**config.mk**
```make
export PLATFORM = sky130hd
export DESIGN_NAME = mdrv_supervisor
export DESIGN_NICKNAME = d
export VERILOG_FILES = /design/src/rtl/mdrv_sup_pkg.sv /design/src/rtl/mdrv_sync.sv /design/src/rtl/mdrv_oc_filter.sv /design/src/rtl/mdrv_wake_timer.sv /design/src/rtl/mdrv_supervisor.sv
export SDC_FILE = /design/constraint.sdc
export NUM_CORES = 1
export LEC_CHECK = 0
export ABC_CLOCK_PERIOD_IN_PS = 1300
export CAP_MARGIN = 20
export CORE_ASPECT_RATIO = 0.6
export CORE_MARGIN = 2
export CORE_UTILIZATION = 51
export DETAILED_ROUTE_END_ITERATION = 10
export GPL_TIMING_DRIVEN = 0
export PLACE_DENSITY = 0.77
export SYNTH_ARGS = -nofsm -noshare
export SYNTH_HDL_FRONTEND = slang
export SYNTH_SLANG_ARGS = --single-unit
export TNS_END_PERCENT = 50
```
**constraint.sdc**
```tcl
create_clock -name clk -period 1.3 [get_ports clk]
set_input_delay 0.26 -clock clk [delete_from_list [all_inputs] [get_ports clk]]
set_output_delay 0.26 -clock clk [all_outputs]
set_load 0.03 [all_outputs]
```
**src/rtl/mdrv_sup_pkg.sv**
```systemverilog
package mdrv_sup_pkg;

    // Synchronized control/status flags other than the per-switch limits
    typedef struct packed {
        logic uv;
        logic ot;
        logic sleep_n;
        logic rst_n;
    } ctl_t;

    localparam int CTL_W = $bits(ctl_t);

    // Whole driver held in logic reset
    function automatic logic in_hold(input ctl_t c);
        return c.uv | ~c.rst_n;
    endfunction

    // Bridge may conduct given the live inputs and the latched trip
    function automatic logic may_run(input ctl_t c, input logic trip, input logic ready);
        return ready & ~trip & ~c.ot & c.sleep_n & ~in_hold(c);
    endfunction

endpackage

```
**src/rtl/mdrv_sync.sv**
```systemverilog
module mdrv_sync #(
    parameter int W      = 1,
    parameter int STAGES = 2
) (
    input  logic         clk,
    input  logic         rst,
    input  logic [W-1:0] din,
    output logic [W-1:0] dout
);
    logic [W-1:0] stg [STAGES];

    genvar gi;
    generate
        for (gi = 0; gi < STAGES; gi++) begin : g_stage
            if (gi == 0) begin : g_first
                always_ff @(posedge clk) begin
                    if (rst) stg[gi] <= '0;
                    else     stg[gi] <= din;
                end
            end else begin : g_next
                always_ff @(posedge clk) begin
                    if (rst) stg[gi] <= '0;
                    else     stg[gi] <= stg[gi-1];
                end
            end
        end
    endgenerate

    assign dout = stg[STAGES-1];
endmodule

```
**src/rtl/mdrv_oc_filter.sv**
```systemverilog
module mdrv_oc_filter #(
    parameter int NSW  = 4,
    parameter int FILT = 300
) (
    input  logic           clk,
    input  logic           rst,
    input  logic           clr,
    input  logic           gate,
    input  logic [NSW-1:0] oc,
    output logic           tripped
);
    localparam int CW = $clog2(FILT + 1);
    localparam logic [CW-1:0] LAST = CW'(FILT - 1);

    logic [CW-1:0] cnt;
    logic          any_oc;

    assign any_oc = |oc;

    always_ff @(posedge clk) begin
        if (rst || clr) begin
            cnt     <= '0;
            tripped <= 1'b0;
        end else if (tripped) begin
            cnt <= '0;
        end else if (gate && any_oc) begin
            if (cnt == LAST) begin
                tripped <= 1'b1;
                cnt     <= '0;
            end else begin
                cnt <= cnt + 1'b1;
            end
        end else begin
            cnt <= '0;
        end
    end


    latch_hold_chk: assert property (@(posedge clk) disable iff (rst)
        tripped && !clr |=> tripped);


    cnt_bound_chk: assert property (@(posedge clk) disable iff (rst)
        cnt <= LAST);


    no_early_trip_chk: assert property (@(posedge clk) disable iff (rst)
        !tripped && !any_oc && !clr |=> !tripped);
endmodule

```
**src/rtl/mdrv_wake_timer.sv**
```systemverilog
module mdrv_wake_timer #(
    parameter int WAKE = 100000
) (
    input  logic clk,
    input  logic rst,
    input  logic run,
    output logic ready
);
    localparam int CW = $clog2(WAKE + 1);
    localparam logic [CW-1:0] DONE = CW'(WAKE);

    logic [CW-1:0] cnt;

    always_ff @(posedge clk) begin
        if (rst || !run)     cnt <= '0;
        else if (cnt != DONE) cnt <= cnt + 1'b1;
    end

    assign ready = (cnt == DONE);


    wake_clear_chk: assert property (@(posedge clk) disable iff (rst)
        !run |=> !ready);


    wake_stay_chk: assert property (@(posedge clk) disable iff (rst)
        ready && run |=> ready);
endmodule

```
**src/rtl/mdrv_supervisor.sv**
```systemverilog
module mdrv_supervisor
    import mdrv_sup_pkg::*;
#(
    parameter int NSW         = 4,
    parameter int SYNC_STAGES = 2,
    parameter int OC_FILT_CYC = 300,
    parameter int WAKE_CYC    = 100000
) (
    input  logic           clk,
    input  logic           rst,
    input  logic           rst_req_n,
    input  logic           sleep_req_n,
    input  logic [NSW-1:0] oc_flag,
    input  logic           ot_flag,
    input  logic           uv_flag,
    output logic           bridge_en,
    output logic           logic_rst,
    output logic           fault_n
);
    localparam int SYNC_W = NSW + CTL_W;

    logic [SYNC_W-1:0] raw_vec;
    logic [SYNC_W-1:0] syn_vec;
    ctl_t              ctl;
    logic [NSW-1:0]    oc_s;
    logic              hold;
    logic              trip;
    logic              ready;

    assign raw_vec = {uv_flag, ot_flag, sleep_req_n, rst_req_n, oc_flag};

    mdrv_sync #(.W(SYNC_W), .STAGES(SYNC_STAGES)) u_sync (
        .clk (clk),
        .rst (rst),
        .din (raw_vec),
        .dout(syn_vec)
    );

    assign ctl  = ctl_t'(syn_vec[SYNC_W-1:NSW]);
    assign oc_s = syn_vec[NSW-1:0];
    assign hold = in_hold(ctl);

    mdrv_oc_filter #(.NSW(NSW), .FILT(OC_FILT_CYC)) u_oc (
        .clk    (clk),
        .rst    (rst),
        .clr    (hold),
        .gate   (ctl.sleep_n),
        .oc     (oc_s),
        .tripped(trip)
    );

    mdrv_wake_timer #(.WAKE(WAKE_CYC)) u_wake (
        .clk  (clk),
        .rst  (rst),
        .run  (ctl.sleep_n & ~hold),
        .ready(ready)
    );

    always_ff @(posedge clk) begin
        if (rst) begin
            bridge_en <= 1'b0;
            logic_rst <= 1'b1;
            fault_n   <= 1'b1;
        end else begin
            bridge_en <= may_run(ctl, trip, ready);
            logic_rst <= hold;
            fault_n   <= ~(trip | ctl.ot);
        end
    end


    trip_fault_chk: assert property (@(posedge clk) disable iff (rst)
        trip |=> !fault_n && !bridge_en);


    ot_off_chk: assert property (@(posedge clk) disable iff (rst)
        ctl.ot |=> !fault_n && !bridge_en);


    sleep_off_chk: assert property (@(posedge clk) disable iff (rst)
        !ctl.sleep_n |=> !bridge_en);


    hold_rst_chk: assert property (@(posedge clk) disable iff (rst)
        hold |=> logic_rst && !bridge_en);


    quiet_fault_chk: assert property (@(posedge clk) disable iff (rst)
        !trip && !ctl.ot |=> fault_n);
endmodule

```
# Yosys cells after proc, flatten, opt, wreduce, memory -nomap -nowiden
# Memory sizes are Yosys's and may differ from the RTL's.
# Index checks and enable logic that the tools add are counted.
dict set report totals {
  ff_bits 30
  latchBits 0
  mem_bits_rw 16
  rom_bits 0
  word_cells 41
  mem_count 1
}
dict set report classes {
  n_addsub 2
  multipliers 0
  n_div 0
  n_lt_le_gt_ge 0
  eq_ne 3
  shift 0
  n_mux 8
  n_bitwise 15
  reduce_logical 6
}
# name depth word_bits rd rd_clocked_by_memory_dff wr line_no
set mem_list {}
lappend mem_list {u_sync.stg 2 8 2 0 2 mdrv_sync.sv:10} ;# logic [W-1:0] stg [STAGES];
# cell count
set ops {}
lappend ops {{$add A17 B1 Y17 const B} 1}
lappend ops {{$eq A17 B17 Y1 const B} 1}
lappend ops {{$ne A17 B17 Y1 const B} 1}
lappend ops {{$mux W8} 2}
lappend ops {{$add A9 B1 Y9 const B} 1}
lappend ops {{$eq A9 B9 Y1 const B} 1}
lappend ops {{$reduce_or A4 Y1} 2}
lappend ops {{$mux W1} 6}
lappend ops {{$not A1 Y1} 6}
lappend ops {{$and A1 B1 Y1} 5}
lappend ops {{$or A1 B1 Y1} 4}
lappend ops {{$logic_or A1 B1 Y1} 2}
lappend ops {{$logic_and A1 B1 Y1} 1}
lappend ops {{$logic_not A1 Y1} 1}

# Longest topological paths before layout
# Gate-level depths: netlist (run 1).
dict set report logic_depth {
  depth_word 6
  mapped_depth 6
  depth_no_buf 6
}

# Hierarchy
# Synthesis (run 1) repeated with hierarchy kept, for this count alone.
dict set report unflattened {
  cells_unflattened 193
  area_unflattened_um2 1915.6
}
# module instances cells_each area_each_um2 seq_area_each_um2
set by_module_without_submodules {}
lappend by_module_without_submodules {mdrv_wake_timer 1 102 890.9 340.3}
lappend by_module_without_submodules {mdrv_sync 1 33 464.2 320.3}
lappend by_module_without_submodules {mdrv_oc_filter 1 49 459.2 200.2}
lappend by_module_without_submodules {mdrv_supervisor 1 9 101.3 60.1}

# Worst setup path before layout (run 1)
# Ideal clock, no wire load.
dict set report synth_timing {
  path_kind {reg2reg}
  startpoint {mem u_sync.stg[1][7] (netlist bit)}
  endpoint {reg u_oc.cnt[2]}
  t_arrival_ps 1261
  setup_slack_ps -25
  path_stages_with_launch 6
  n_path_buf 1
  synth_period_minus_slack_ps 1325
  path_cell_list {dfxtp_1 -> and4bb_2 -> o41ai_1 -> or3_1 -> buf_6 -> nor2_1}
}
# item line_no
set synth_lines {}
lappend synth_lines {{start: declaration} mdrv_sync.sv:10}
lappend synth_lines {{end signal: assignment} mdrv_oc_filter.sv:31} ;# cnt <= cnt + 1'b1;
lappend synth_lines {{end: declaration} mdrv_oc_filter.sv:15} ;# logic [CW-1:0] cnt;

==> results_tabular.tex, run 1 <==
\begin{tabular}{lr}
\hline
Metric & Value \\
\hline
\multicolumn{2}{l}{\textbf{Critical path}} \\
\quad Setup CP Type & flop to flop \\
\quad Depth of the worst register-to-register path & 5 \\
\quad R2r setup slk & -110 ps \\
\quad Worst setup path start & u\_sync.stg[1][7]\$\_SDFF\_PP0\_ \\
\quad Critical path endpoint & u\_oc.cnt[6]\$\_SDFF\_PP0\_ \\
\quad End of the worst register-to-register path & u\_oc.cnt[6]\$\_SDFF\_PP0\_ \\
\quad Data required, critical path & 1540 ps \\
\quad Worst Path Max Fanout & 9 \\
\quad Capturing element type of the critical path & flop \\
\quad Arrival time worst endpoint & 1650 ps \\
\quad Critical Path Start Type & flop \\
\quad Reg2reg start & u\_sync.stg[1][7]\$\_SDFF\_PP0\_ \\
\multicolumn{2}{l}{\textbf{Power and ir drop}} \\
\quad Total net switching power & 0.5427 mW \\
\quad PD cells & 989.3 nW/µm² \\
\quad PnR Total Power & 2.401 mW \\
\quad Clock share of power & 37.4\% \\
\quad Switching share of power & 22.60\% \\
\quad Part of the total power dissipated in sequential elements & 59.7\% \\
\quad Internal cell power & 1.859 mW \\
\quad Worst vdd rail ir drop & 716.1 µV \\
\quad Leakage power summed over all cells & 0.8101 nW \\
\quad Combinational Power Share & 2.9\% \\
\multicolumn{2}{l}{\textbf{Drt}} \\
\quad First-pass detailed-route iteration total & 4 \\
\quad DR iter-0 viols & 82 \\
\quad Via count & 1,436 \\
\quad Via-per-instance ratio & 5.523 \\
\quad Number of design rule violations left after detail routing & 0 \\
\quad Count of nets left with antenna violations after detail routing & 0 \\
\quad Wire length after detailed routing & 4378 µm \\
\quad Wire length per cell after detailed routing & 16.84 µm \\
\multicolumn{2}{l}{\textbf{Yosys}} \\
\quad Leading register cell type out of synthesis & dfxtp\_1 \\
\quad Post-synthesis area per instance & 9.721 µm² \\
\quad Portion of synthesized cell area occupied by the leading cell type & 52.05\% \\
\quad Library cells used by synthesis & 34 \\
\quad Number of enable-type register cells in the synthesized netlist & 0 \\
\quad Post-Synthesis Cell Area & 1769 µm² \\
\quad Area leader, netlist & dfxtp\_1 \\
\quad Warnings from Yosys & 0 \\
\quad Flip-flop and latch count after synthesis & 46 \\
\quad Sequential cell area fraction in the yosys report & 52.05\% \\
\quad Fraction of synthesis flops using an asynchronous set or reset pin & 0\% \\
\quad Most area-consuming cells after synthesis & dfxtp\_1, xnor2\_1, nor2\_1, nor2b\_1, and2b\_1 \\
\quad Post-Synthesis Cells & 182 \\
\quad Syn nets & 195 \\
\multicolumn{2}{l}{\textbf{Global routing}} \\
\quad Overall track demand over capacity in global routing & 22.67\% \\
\quad Wire length of the first global-routing pass & 6665 µm \\
\quad Overall overflow remaining after global route & 0 \\
\quad Via count of the first global-routing pass & 1,430 \\
\quad Largest net degree at the start of global routing & 17 \\
\quad Antenna violations before repair & 0 \\
\multicolumn{2}{l}{\textbf{Timing}} \\
\quad Final-report hold violation count & 0 \\
\quad Worst clock skew & 4.821 ps \\
\quad Transition at the pin with the smallest max-transition slack & 443.0 ps \\
\quad Post-route worst setup slack & -107.0 ps \\
\quad Setup violation total in the final timing report & 23 \\
\quad Max Slew Vio Count & 0 \\
\quad Remaining max-slew budget at the tightest pin & 70.46\% \\
\quad Worst slack on hold paths & 432.7 ps \\
\quad Part of the cycle the worst path needs & 108.2\% \\
\quad Final worst path period need & 1407 ps \\
\quad RSZ-0062 raised after global routing & true \\
\quad TNS Setup & -1407 ps \\
\quad Maximum frequency from static timing analysis & 0.7107 GHz \\
\multicolumn{2}{l}{\textbf{Placement}} \\
\quad Dpl ws & -779.7 ps \\
\quad Quantity of I/O buffers inserted on ports & 12 \\
\quad Placed cell area & 1946 µm² \\
\quad Total placed cells including tap cells & 239 \\
\quad RePlAce Congestion & 0.8332 \\
\quad Detailed placer's ending HPWL & 2256 µm \\
\multicolumn{2}{l}{\textbf{Layout}} \\
\quad FILL cells & 231 \\
\quad Leading cell type in the layout, fill and taps excluded & dfxtp\_1 \\
\quad NumNets Final & 227 \\
\quad Antenna cell count & 0 \\
\quad Share of post-route cells with drive strength above 1 & 36.28\% \\
\quad P\&R area growth vs syn & 37.20\% \\
\quad Filler-free cell count of the finished design & 260 \\
\quad Post-Layout Inst Area & 2427 µm² \\
\quad Layout Utilization & 73.93\% \\
\quad Highest-count cells in the layout ignoring fill and taps & dfxtp\_1, nor2\_1, xnor2\_1, dfxtp\_2 \\
\multicolumn{2}{l}{\textbf{Floorplan}} \\
\quad Site Rows & 16 \\
\quad Top-Level Pins & 13 \\
\quad Die Span Y & 49.62 µm \\
\quad Die outline area & 3971 µm² \\
\quad Core Box Area & 3283 µm² \\
\quad Initial Utilization & 53.89\% \\
\quad Die outline width & 80.04 µm \\
\multicolumn{2}{l}{\textbf{Run status}} \\
\quad Violated checks & negative setup slack \\
\quad Result of the run & complete, but fails checks \\
\multicolumn{2}{l}{\textbf{Clock network}} \\
\quad Clock-pin slew reported for the worst setup and hold paths after clock tree synthesis & 90 ps \\
\quad Clock Tree Buf Depth & 2 \\
\quad Insertion delay of the later-clocked pin in the worst-skew pair & 300 ps \\
\quad Clock root cell & clkbuf\_8 \\
\quad Number of clock sinks & 46 \\
\quad H-tree depth & 2 \\
\quad Clock tree from TritonCTS & yes \\
\quad Num CTS Buffers & 5 \\
\multicolumn{2}{l}{\textbf{Flow run}} \\
\quad Max-capacitance violation count & 0 \\
\multicolumn{2}{l}{\textbf{Worst hold path}} \\
\quad Min-Delay Path Class & flop to flop \\
\hline
\end{tabular}
sequential cells by signal (all words and copies together), names as in the netlist:
name and flops:
bridge_en 1, fault_n 1, u_oc.tripped 1, u_oc.cnt 9, u_wake.cnt 17, logic_rst 1
u_sync.stg 16
repair_timing:
item,4_1_cts,5_1_grt
resized for setup,42,37
pin swaps,12,12
setup buffers,11,2
setup endpoints to repair,30,27
hold buffers,0,0
cloned,1,0
final cells by class:
type	instances	area, µm²	share of cell area [%]
multi-input combinational	122	998.5	41.13
sequential	46	950.9	39.18
timing repair buffer	26	260.3	10.72
clock buffer	5	68.82	2.835
tap	45	56.30	2.320
inverter	10	37.54	1.546
buffer	3	30.03	1.237
clock inverter	3	25.02	1.031
cells in the mapped netlist, types with 2 or more instances:
cell type / number
inv_1: 10
mux2i_1: 2
nor2_1: 26
buf_6: 2
nand2_1: 5
or3_1: 2
xor2_1: 4
nor2b_1: 9
nand3_1: 10
nor3_1: 5
nor4_1: 7
and3_1: 2
a21oi_1: 2
xnor2_1: 15
nand4_1: 7
dfxtp_1: 46
nor4bb_1: 2
or2b_1: 2
and2b_1: 7
ha_1: 3
critical path: stages (launching register included):
cell and delay (ps):
dfxtp_2 330, and4bb_2 310, o41ai_2 90, or3_1 370, buf_6 150, nor2_1 100
power by group through the flow:
stage / clock network [mW] / registers (mW) / logic, mW
2_1_floorplan: 0 / 1.47 / 0.0253
3_3_place_gp: 0 / 1.47 / 0.0623
3_5_place_dp: 0 / 1.47 / 0.0661
4_1_cts: 0.907 / 1.44 / 0.0694
5_1_grt: 0.977 / 1.44 / 0.0771
6_report: 0.899 / 1.43 / 0.0697
metal layers:
layer | GRT usage [%] | vias to the layer above | share of wire, %
met5 | 0 | - | 0
met2 | 39.58 | 44 | 51
met1 | 25.23 | 693 | 39
li1 | - | 677 | -
met3 | 6.593 | 22 | 5.0
met4 | 11.30 | 0 | 4.4
cell families after synthesis:
kind of cell               share of synthesized area [%]
muxes                                              1.132
buffers and inverters                              3.889
adders and majority gates                          2.122
and+or+nand+nor                                    28.85
DFF                                                52.05
AOI/OAI and AO/OA                                  2.546
xor gates and xnor gates                           9.406
how the worst min path moves through the flow:
stage / from / to / slack (ps) / cells after the start
after floorplan: oc_flag[0] / u_sync.stg[0][0]$_SDFF_PP0_ / 390 / 1
after global placement: u_sync.stg[1][6]$_SDFF_PP0_ / bridge_en$_SDFF_PP0_ / 410 / 1
after detailed placement: u_sync.stg[1][6]$_SDFF_PP0_ / bridge_en$_SDFF_PP0_ / 410 / 1
after CTS: u_sync.stg[1][6]$_SDFF_PP0_ / bridge_en$_SDFF_PP0_ / 430 / 1
after global routing: u_sync.stg[0][0]$_SDFF_PP0_ / u_sync.stg[1][0]$_SDFF_PP0_ / 450 / 1
final: u_sync.stg[1][6]$_SDFF_PP0_ / bridge_en$_SDFF_PP0_ / 430 / 1
Power figures use the tool's default switching activity.
==> run 2, diff against run 1 <==
--- a/config.mk
+++ b/config.mk
@@ -5,14 +5,14 @@
 export SDC_FILE = /design/constraint.sdc
 export NUM_CORES = 1
 export LEC_CHECK = 0
-export ABC_CLOCK_PERIOD_IN_PS = 1300
+export ABC_CLOCK_PERIOD_IN_PS = 1800
 export CAP_MARGIN = 20
 export CORE_ASPECT_RATIO = 0.6
 export CORE_MARGIN = 2
-export CORE_UTILIZATION = 51
+export CORE_UTILIZATION = 60
 export DETAILED_ROUTE_END_ITERATION = 10
 export GPL_TIMING_DRIVEN = 0
-export PLACE_DENSITY = 0.77
+export PLACE_DENSITY = 0.84
 export SYNTH_ARGS = -nofsm -noshare
 export SYNTH_HDL_FRONTEND = slang
 export SYNTH_SLANG_ARGS = --single-unit
==> constraint.sdc (replaced) <==
create_clock -name clk -period 1.8 [get_ports clk]
set_input_delay 0.36 -clock clk [delete_from_list [all_inputs] [get_ports clk]]
set_output_delay 0.36 -clock clk [all_outputs]
set_load 0.03 [all_outputs]
==> run 2 against run 1 <==
Against the previous run:
- the flow now finishes without violations
- global-route usage decreased by 1.9 points
- final cell count decreased by 5.8%
- sequential power decreased by 27%
- utilization decreased by 1.9 points
- combinational power decreased by 33%
- die area decreased by 14%
- total power decreased by 29%
==> results_tabular.tex, run 2 (synthesized netlist as in run 1, its figures left out) <==
\begin{tabular}{lr}
\hline
Metric & Value \\
\hline
\multicolumn{2}{l}{\textbf{Timing}} \\
\quad Final-report hold violation count & 0 (unchanged) \\
\quad Remaining max-slew budget at the tightest pin & 70.95\% (was 70.46\%) \\
\quad Max Slew Vio Count & 0 (unchanged) \\
\quad RSZ-0062 raised after global routing & false (was true) \\
\quad Maximum frequency from static timing analysis & 0.6122 GHz \\
\quad Setup violation total in the final timing report & 0 (was 23) \\
\quad TNS Setup & 0 ps (was -1407 ps) \\
\quad Worst clock skew & 7.254 ps (was 4.821 ps) \\
\quad Final worst path period need & 1634 ps \\
\quad Part of the cycle the worst path needs & 90.75\% \\
\quad Post-route worst setup slack & 166.5 ps (was -107.0 ps) \\
\quad Transition at the pin with the smallest max-transition slack & 431.8 ps (was 443.0 ps) \\
\multicolumn{2}{l}{\textbf{Global routing}} \\
\quad Overall track demand over capacity in global routing & 20.79\% (was 22.67\%) \\
\quad Overall overflow remaining after global route & 0 (unchanged) \\
\quad Largest net degree at the start of global routing & 16 (was 17) \\
\quad Wire length of the first global-routing pass & 5009 µm (was 6665 µm) \\
\quad Via count of the first global-routing pass & 1,107 (was 1,430) \\
\quad Antenna violations before repair & 0 (unchanged) \\
\multicolumn{2}{l}{\textbf{Floorplan}} \\
\quad Die Span Y & 46.06 µm (was 49.62 µm) \\
\quad Die outline width & 74.11 µm (was 80.04 µm) \\
\quad Initial Utilization & 62.43\% (was 53.89\%) \\
\quad Die outline area & 3413 µm² (was 3971 µm²) \\
\quad Site Rows & 15 (was 16) \\
\quad Top-Level Pins & 13 (unchanged) \\
\quad Core Box Area & 2834 µm² (was 3283 µm²) \\
\multicolumn{2}{l}{\textbf{Power and ir drop}} \\
\quad PnR Total Power & 1.704 mW (was 2.401 mW) \\
\quad Worst vdd rail ir drop & 540.0 µV (was 716.1 µV) \\
\quad PD cells & 834.3 nW/µm² (was 989.3 nW/µm²) \\
\quad Leakage power summed over all cells & 0.6803 nW (was 0.8101 nW) \\
\multicolumn{2}{l}{\textbf{Worst hold path}} \\
\quad Min-Delay Path Class & flop to flop (unchanged) \\
\multicolumn{2}{l}{\textbf{Layout}} \\
\quad Highest-count cells in the layout ignoring fill and taps & dfxtp\_1, nor2\_1, xnor2\_1, clkdlybuf4s50\_1 (was dfxtp\_1, nor2\_1, xnor2\_1, dfxtp\_2) \\
\quad Leading cell type in the layout, fill and taps excluded & dfxtp\_1 (unchanged) \\
\quad NumNets Final & 215 (was 227) \\
\quad Register containing the most flip-flops in the final layout & u\_wake.cnt (unchanged) \\
\quad Top Registers & u\_wake.cnt x17, u\_sync.stg x16, u\_oc.cnt x9 (unchanged) \\
\quad Antenna cell count & 0 (unchanged) \\
\quad Post-Layout Inst Area & 2042 µm² (was 2427 µm²) \\
\quad Filler-free cell count of the finished design & 245 (was 260) \\
\quad P\&R area growth vs syn & 15.42\% (was 37.20\%) \\
\quad Max reg flops & 17 (unchanged) \\
\quad Share of post-route cells with drive strength above 1 & 6.404\% (was 36.28\%) \\
\multicolumn{2}{l}{\textbf{Drt}} \\
\quad Via count & 1,251 (was 1,436) \\
\quad DR iter-0 viols & 97 (was 82) \\
\quad Wire length per cell after detailed routing & 13.13 µm (was 16.84 µm) \\
\quad Count of nets left with antenna violations after detail routing & 0 (unchanged) \\
\quad Number of design rule violations left after detail routing & 0 (unchanged) \\
\quad First-pass detailed-route iteration total & 4 (unchanged) \\
\quad Wire length after detailed routing & 3218 µm (was 4378 µm) \\
\quad Via-per-instance ratio & 5.106 (was 5.523) \\
\multicolumn{2}{l}{\textbf{Critical path}} \\
\quad Ordered list of cells on the worst path & clkdlybuf4s50\_1 (was and4bb\_2 -> o41ai\_2 -> or3\_1 -> buf\_6 -> nor2\_1) \\
\quad Data required, critical path & 1440 ps (was 1540 ps) \\
\quad CP max stage cell & clkdlybuf4s50\_1 (was or3\_1) \\
\quad Worst Path Max Fanout & 1 (was 9) \\
\quad Capturing element type of the critical path & output port (was flop) \\
\quad Longest individual stage delay on the worst path & 660 ps (was 370 ps) \\
\quad Arrival time worst endpoint & 1270 ps (was 1650 ps) \\
\quad Critical Path Start Type & flop (unchanged) \\
\quad Count of buffer and inverter cells on the critical path & 1 (unchanged) \\
\quad CP top delay family & buffers and inverters (was simple AND/OR/NAND/NOR gates) \\
\quad Setup CP Type & flop to output port (was flop to flop) \\
\multicolumn{2}{l}{\textbf{Placement}} \\
\quad Total placed cells including tap cells & 236 (was 239) \\
\quad RePlAce Congestion & 0.8374 (was 0.8332) \\
\quad Placed cell area & 1942 µm² (was 1946 µm²) \\
\quad Detailed placer's ending HPWL & 2169 µm (was 2256 µm) \\
\quad Dpl ws & -347.2 ps (was -779.7 ps) \\
\quad Quantity of I/O buffers inserted on ports & 12 (unchanged) \\
\multicolumn{2}{l}{\textbf{Clock network}} \\
\quad Number of clock sinks & 46 (unchanged) \\
\quad Clock tree from TritonCTS & yes (unchanged) \\
\quad Num CTS Buffers & 5 (unchanged) \\
\quad Clock-pin slew reported for the worst setup and hold paths after clock tree synthesis & 90 ps (about the same) \\
\quad Clock Tree Buf Depth & 2 (unchanged) \\
\quad Insertion delay of the later-clocked pin in the worst-skew pair & 300 ps (about the same) \\
\quad Clock root cell & clkbuf\_8 (unchanged) \\
\quad H-tree depth & 2 (unchanged) \\
\multicolumn{2}{l}{\textbf{Run status}} \\
\quad Result of the run & complete, no violations (was complete, but fails checks) \\
\multicolumn{2}{l}{\textbf{Flow run}} \\
\quad Max-capacitance violation count & 0 (unchanged) \\
\hline
\end{tabular}
==> run 2: cell types whose count changed in the layout (fill, tap and decap cells not counted), sizes merged <==
cell	change
clkdlybuf4s50	+3
buf	-12
dlygate4sd2	-1
dlymetal6s2s	+1
clkinv	+1
clkdlybuf4s15	-3
inv	-1
==> run 2: final cells by class <==
class / instances / area (µm²)
sequential: 46 / 920.9
fill: 195 / 792.0
multi-input combinational: 122 / 779.5
timing repair buffer: 13 / 130.1
clock buffer: 5 / 68.82
tap: 42 / 52.55
inverter: 10 / 37.54
buffer: 4 / 31.28
clock inverter: 3 / 21.27
==> run 2: per-layer routing <==
layer / global-route usage [%] / vias to the layer above / wire length (µm)
li1: - / 650 / -
met1: 25.96 / 565 / 1540
met2: 33.57 / 29 / 1496
met3: 7.877 / 7 / 143
met4: 7.273 / 0 / 38
met5: 0 / - / 0
==> run 2: power by group <==
part	switching [mW]	internal, mW
clock	0.344	0.273
combinational	0.0158	0.0311
sequential	0.00514	1.03
==> run 2: worst paths after layout <==
path                               startpoint                           to  slack, ps  cells after the start
setup / recovery           fault_n$_SDFF_PP1_                      fault_n        170                      1
hold / removal    u_sync.stg[0][7]$_SDFF_PP0_  u_sync.stg[1][7]$_SDFF_PP0_        440                      1
setup reg to reg   u_wake.cnt[0]$_SDFFE_PP0P_  u_wake.cnt[12]$_SDFFE_PP0P_        230                      5
hold reg to reg   u_sync.stg[0][7]$_SDFF_PP0_  u_sync.stg[1][7]$_SDFF_PP0_        440                      1
==> run 2: metrics by stage <==
stage	hold WS, ps	utilization (%)
2_1_floorplan	401.4	-
3_3_place_gp	416.3	68.52
3_5_place_dp	421.3	68.52
4_1_cts	441.6	71.96
5_1_grt	449.8	72.05
6_report	439.0	72.05
==> run 2: timing repair <==
| item | 4_1_cts | 5_1_grt |
|---|---|---|
| gates resized for setup | 0 | 1 |
| hold buffers | 0 | 0 |
| cloned | 0 | 0 |
| hold endpoints to repair | 0 | 0 |
| pin swaps | 1 | 0 |
| buffers inserted | 1 | 0 |
| setup endpoints to repair | 7 | 21 |
==> run 3, diff against run 2 <==
--- a/config.mk
+++ b/config.mk
@@ -9,10 +9,11 @@
 export CAP_MARGIN = 20
 export CORE_ASPECT_RATIO = 0.6
 export CORE_MARGIN = 2
-export CORE_UTILIZATION = 60
+export CORE_UTILIZATION = 45
 export DETAILED_ROUTE_END_ITERATION = 10
+export DONT_BUFFER_PORTS = 1
 export GPL_TIMING_DRIVEN = 0
-export PLACE_DENSITY = 0.84
+export PLACE_DENSITY = 0.63
 export SYNTH_ARGS = -nofsm -noshare
 export SYNTH_HDL_FRONTEND = slang
 export SYNTH_SLANG_ARGS = --single-unit
==> run 3 against run 2 <==
Against the previous run:
- final cell count is 3.3% lower
- sequential share of layout area increased by 2.8 points
- critical endpoint is now u_wake.cnt[12]$_SDFFE_PP0P_
- clock skew is 2.3 ps higher
- critical path depth rose by 4
- utilization is 20 points lower
- global-route usage is 5.0 points lower
- largest cell class unchanged
- setup slack gained 70 ps
==> results_tabular.tex, run 3 (synthesized netlist as in run 1, its figures left out) <==
\begin{tabular}{lr}
\hline
Metric & Value \\
\hline
\multicolumn{2}{l}{\textbf{Run status}} \\
\quad Result of the run & complete, no violations (unchanged) \\
\multicolumn{2}{l}{\textbf{Worst hold path}} \\
\quad Startpoint of the worst hold path & oc\_flag[2] (was u\_sync.stg[0][7]\$\_SDFF\_PP0\_) \\
\quad Min-Delay Path Class & input port to flop (was flop to flop) \\
\multicolumn{2}{l}{\textbf{Power and ir drop}} \\
\quad Clock share of power & 37.6\% (was 36.2\%) \\
\quad Combinational Power Share & 1.3\% (was 2.8\%) \\
\quad Internal cell power & 1.356 mW (was 1.338 mW) \\
\quad Total net switching power & 0.3479 mW (was 0.3654 mW) \\
\quad Worst vdd rail ir drop & 574.3 µV (was 540.0 µV) \\
\quad PD cells & 886.0 nW/µm² (was 834.3 nW/µm²) \\
\quad Switching share of power & 20.42\% (was 21.45\%) \\
\quad Part of the total power dissipated in sequential elements & 61.2\% (was 61.0\%) \\
\quad PnR Total Power & 1.704 mW (about the same) \\
\quad Leakage power summed over all cells & 0.6214 nW (was 0.6803 nW) \\
\multicolumn{2}{l}{\textbf{Timing}} \\
\quad Worst clock skew & 9.555 ps (was 7.254 ps) \\
\quad TNS Setup & 0 ps (unchanged) \\
\quad Part of the cycle the worst path needs & 86.85\% (was 90.75\%) \\
\quad Final-report hold violation count & 0 (unchanged) \\
\quad Final worst path period need & 1563 ps (was 1634 ps) \\
\quad Post-route worst setup slack & 236.7 ps (was 166.5 ps) \\
\quad Max Slew Vio Count & 0 (unchanged) \\
\quad Worst slack on hold paths & 179.0 ps (was 439.0 ps) \\
\quad RSZ-0062 raised after global routing & false (unchanged) \\
\quad Remaining max-slew budget at the tightest pin & 67.05\% (was 70.95\%) \\
\quad Maximum frequency from static timing analysis & 0.6397 GHz (was 0.6122 GHz) \\
\quad Transition at the pin with the smallest max-transition slack & 487.9 ps (was 431.8 ps) \\
\quad Setup violation total in the final timing report & 0 (unchanged) \\
\multicolumn{2}{l}{\textbf{Drt}} \\
\quad Wire length per cell after detailed routing & 12.97 µm (was 13.13 µm) \\
\quad Via count & 1,202 (was 1,251) \\
\quad DR iter-0 viols & 52 (was 97) \\
\quad Count of nets left with antenna violations after detail routing & 0 (unchanged) \\
\quad Via-per-instance ratio & 5.072 (was 5.106) \\
\quad Wire length after detailed routing & 3073 µm (was 3218 µm) \\
\quad First-pass detailed-route iteration total & 4 (unchanged) \\
\quad Number of design rule violations left after detail routing & 0 (unchanged) \\
\multicolumn{2}{l}{\textbf{Critical path}} \\
\quad Critical Path Start Type & flop (unchanged) \\
\quad Count of buffer and inverter cells on the critical path & 0 (was 1) \\
\quad Reg2reg start & u\_wake.cnt[0]\$\_SDFFE\_PP0P\_ (unchanged) \\
\quad Depth of the worst register-to-register path & 5 (unchanged) \\
\quad Data required, critical path & 1990 ps (was 1440 ps) \\
\quad CP top delay family & simple AND/OR/NAND/NOR gates (was buffers and inverters) \\
\quad Longest individual stage delay on the worst path & 450 ps (was 660 ps) \\
\quad CP max stage cell & dfxtp\_1 (was clkdlybuf4s50\_1) \\
\quad Number of logic stages on the critical path including buffering & 5 (was 1) \\
\quad Worst setup path start & u\_wake.cnt[0]\$\_SDFFE\_PP0P\_ (was fault\_n\$\_SDFF\_PP1\_) \\
\quad R2r setup slk & 240 ps (was 230 ps) \\
\quad Arrival time worst endpoint & 1760 ps (was 1270 ps) \\
\quad Ordered list of cells on the worst path & ha\_1 -> nand3\_1 -> nor4\_1 -> xnor2\_1 -> nor2\_1 (was clkdlybuf4s50\_1) \\
\quad Capturing element type of the critical path & flop (was output port) \\
\quad Critical path endpoint & u\_wake.cnt[12]\$\_SDFFE\_PP0P\_ (was fault\_n) \\
\quad Setup CP Type & flop to flop (was flop to output port) \\
\quad Worst Path Max Fanout & 5 (was 1) \\
\quad End of the worst register-to-register path & u\_wake.cnt[12]\$\_SDFFE\_PP0P\_ (unchanged) \\
\multicolumn{2}{l}{\textbf{Floorplan}} \\
\quad Site Rows & 17 (was 15) \\
\quad Core Box Area & 3722 µm² (was 2834 µm²) \\
\quad Die Span Y & 52.57 µm (was 46.06 µm) \\
\quad Die outline width & 84.95 µm (was 74.11 µm) \\
\quad Initial Utilization & 47.53\% (was 62.43\%) \\
\quad Die outline area & 4466 µm² (was 3413 µm²) \\
\quad Top-Level Pins & 13 (unchanged) \\
\multicolumn{2}{l}{\textbf{Layout}} \\
\quad Filler-free cell count of the finished design & 237 (was 245) \\
\quad Share of post-route cells with drive strength above 1 & 6.316\% (was 6.404\%) \\
\quad Leading cell type in the layout, fill and taps excluded & dfxtp\_1 (unchanged) \\
\quad P\&R area growth vs syn & 8.698\% (was 15.42\%) \\
\quad Highest-count cells in the layout ignoring fill and taps & dfxtp\_1, nor2\_1, xnor2\_1, inv\_1, nand3\_1 (was dfxtp\_1, nor2\_1, xnor2\_1, clkdlybuf4s50\_1) \\
\quad Antenna cell count & 0 (unchanged) \\
\quad NumNets Final & 202 (was 215) \\
\quad Max reg flops & 17 (unchanged) \\
\quad Top Registers & u\_wake.cnt x17, u\_sync.stg x16, u\_oc.cnt x9 (unchanged) \\
\quad Register containing the most flip-flops in the final layout & u\_wake.cnt (unchanged) \\
\quad Post-Layout Inst Area & 1923 µm² (was 2042 µm²) \\
\quad Layout Utilization & 51.66\% (was 72.05\%) \\
\multicolumn{2}{l}{\textbf{Placement}} \\
\quad Detailed placer's ending HPWL & 2228 µm (was 2169 µm) \\
\quad Placed cell area & 1828 µm² (was 1942 µm²) \\
\quad Total placed cells including tap cells & 229 (was 236) \\
\quad RePlAce Congestion & 0.7491 (was 0.8374) \\
\quad Quantity of I/O buffers inserted on ports & 0 (was 12) \\
\quad Dpl ws & 264.4 ps (was -347.2 ps) \\
\multicolumn{2}{l}{\textbf{Clock network}} \\
\quad Clock tree from TritonCTS & yes (unchanged) \\
\quad Insertion delay of the later-clocked pin in the worst-skew pair & 300 ps (about the same) \\
\quad Clock-pin slew reported for the worst setup and hold paths after clock tree synthesis & 80 ps (was 90 ps) \\
\quad Buffers inserted during post-CTS setup optimization & 0 (was 1) \\
\quad Clock root cell & clkbuf\_8 (unchanged) \\
\quad Clock Tree Buf Depth & 2 (unchanged) \\
\quad H-tree depth & 2 (unchanged) \\
\quad Post-CTS Hold Fix Bufs & 0 (unchanged) \\
\quad Num CTS Buffers & 5 (unchanged) \\
\quad Post\_cts resized & 0 (unchanged) \\
\quad Number of clock sinks & 46 (unchanged) \\
\multicolumn{2}{l}{\textbf{Global routing}} \\
\quad Wire length of the first global-routing pass & 5264 µm (was 5009 µm) \\
\quad Overall overflow remaining after global route & 0 (unchanged) \\
\quad Largest net degree at the start of global routing & 15 (was 16) \\
\quad Via count of the first global-routing pass & 1,163 (was 1,107) \\
\quad Overall track demand over capacity in global routing & 15.75\% (was 20.79\%) \\
\quad Antenna violations before repair & 0 (unchanged) \\
\multicolumn{2}{l}{\textbf{Flow run}} \\
\quad Max-capacitance violation count & 0 (unchanged) \\
\hline
\end{tabular}
==> run 3: cell count changes in the layout (fill, tap and decap cells not counted) <==
cell,previous run,this run
buf_4,1,0
dlymetal6s2s_1,1,0
clkdlybuf4s50_1,11,0
clkinv_4,1,0
clkbuf_8,5,6
==> run 3: worst min path at each step <==
| stage | endpoint | slack [ps] | cells after the start |
|---|---|---|---|
| 6_report | u_sync.stg[0][2]$_SDFF_PP0_ | 180 | 1 |
| 5_1_grt | u_sync.stg[0][7]$_SDFF_PP0_ | 180 | 1 |
| 3_3_place_gp | u_sync.stg[1][5]$_SDFF_PP0_ | 420 | 1 |
| 4_1_cts | u_sync.stg[0][1]$_SDFF_PP0_ | 170 | 1 |
| 3_5_place_dp | u_sync.stg[1][4]$_SDFF_PP0_ | 420 | 1 |
| 2_1_floorplan | bridge_en$_SDFF_PP0_ | 400 | 1 |
==> run 3: area by class of cell <==
| class | instances | area, µm² |
|---|---|---|
| Inverter | 10 | 37.54 |
| Tap cell | 47 | 58.81 |
| Multi-Input combinational cell | 122 | 779.5 |
| Clock buffer | 6 | 82.58 |
| Fill cell | 341 | 1799 |
| Sequential cell | 46 | 920.9 |
| Buffer | 4 | 31.28 |
| Clock inverter | 2 | 12.51 |
==> run 3: worst reg2reg max path, stage by stage, from the launching register on <==
cell and delay (ps):
dfxtp_1 450, ha_1 230, nand3_1 200, nor4_1 350, xnor2_1 160, nor2_1 70
==> run 3: layer usage <==
layer / share of wire, % / wire length [µm] / global-route usage (%) / vias to the layer above
met5: 0 / 0 / 0 / -
met4: 1.2 / 36 / 7.937 / 0
met3: 3.7 / 115 / 4.724 / 4
met2: 45 / 1375 / 24.48 / 22
met1: 50 / 1547 / 20.12 / 548
li1: - / - / - / 628
==> run 3: power groups by stage <==
stage	clock, mW	combinational [mW]	sequential, mW
after global placement	0	0.0207	1.07
after CTS	0.661	0.0222	1.04
after detailed placement	0	0.0220	1.07
after floorplan	0	0.0183	1.06
after global routing	0.698	0.0249	1.04
final	0.640	0.0217	1.04
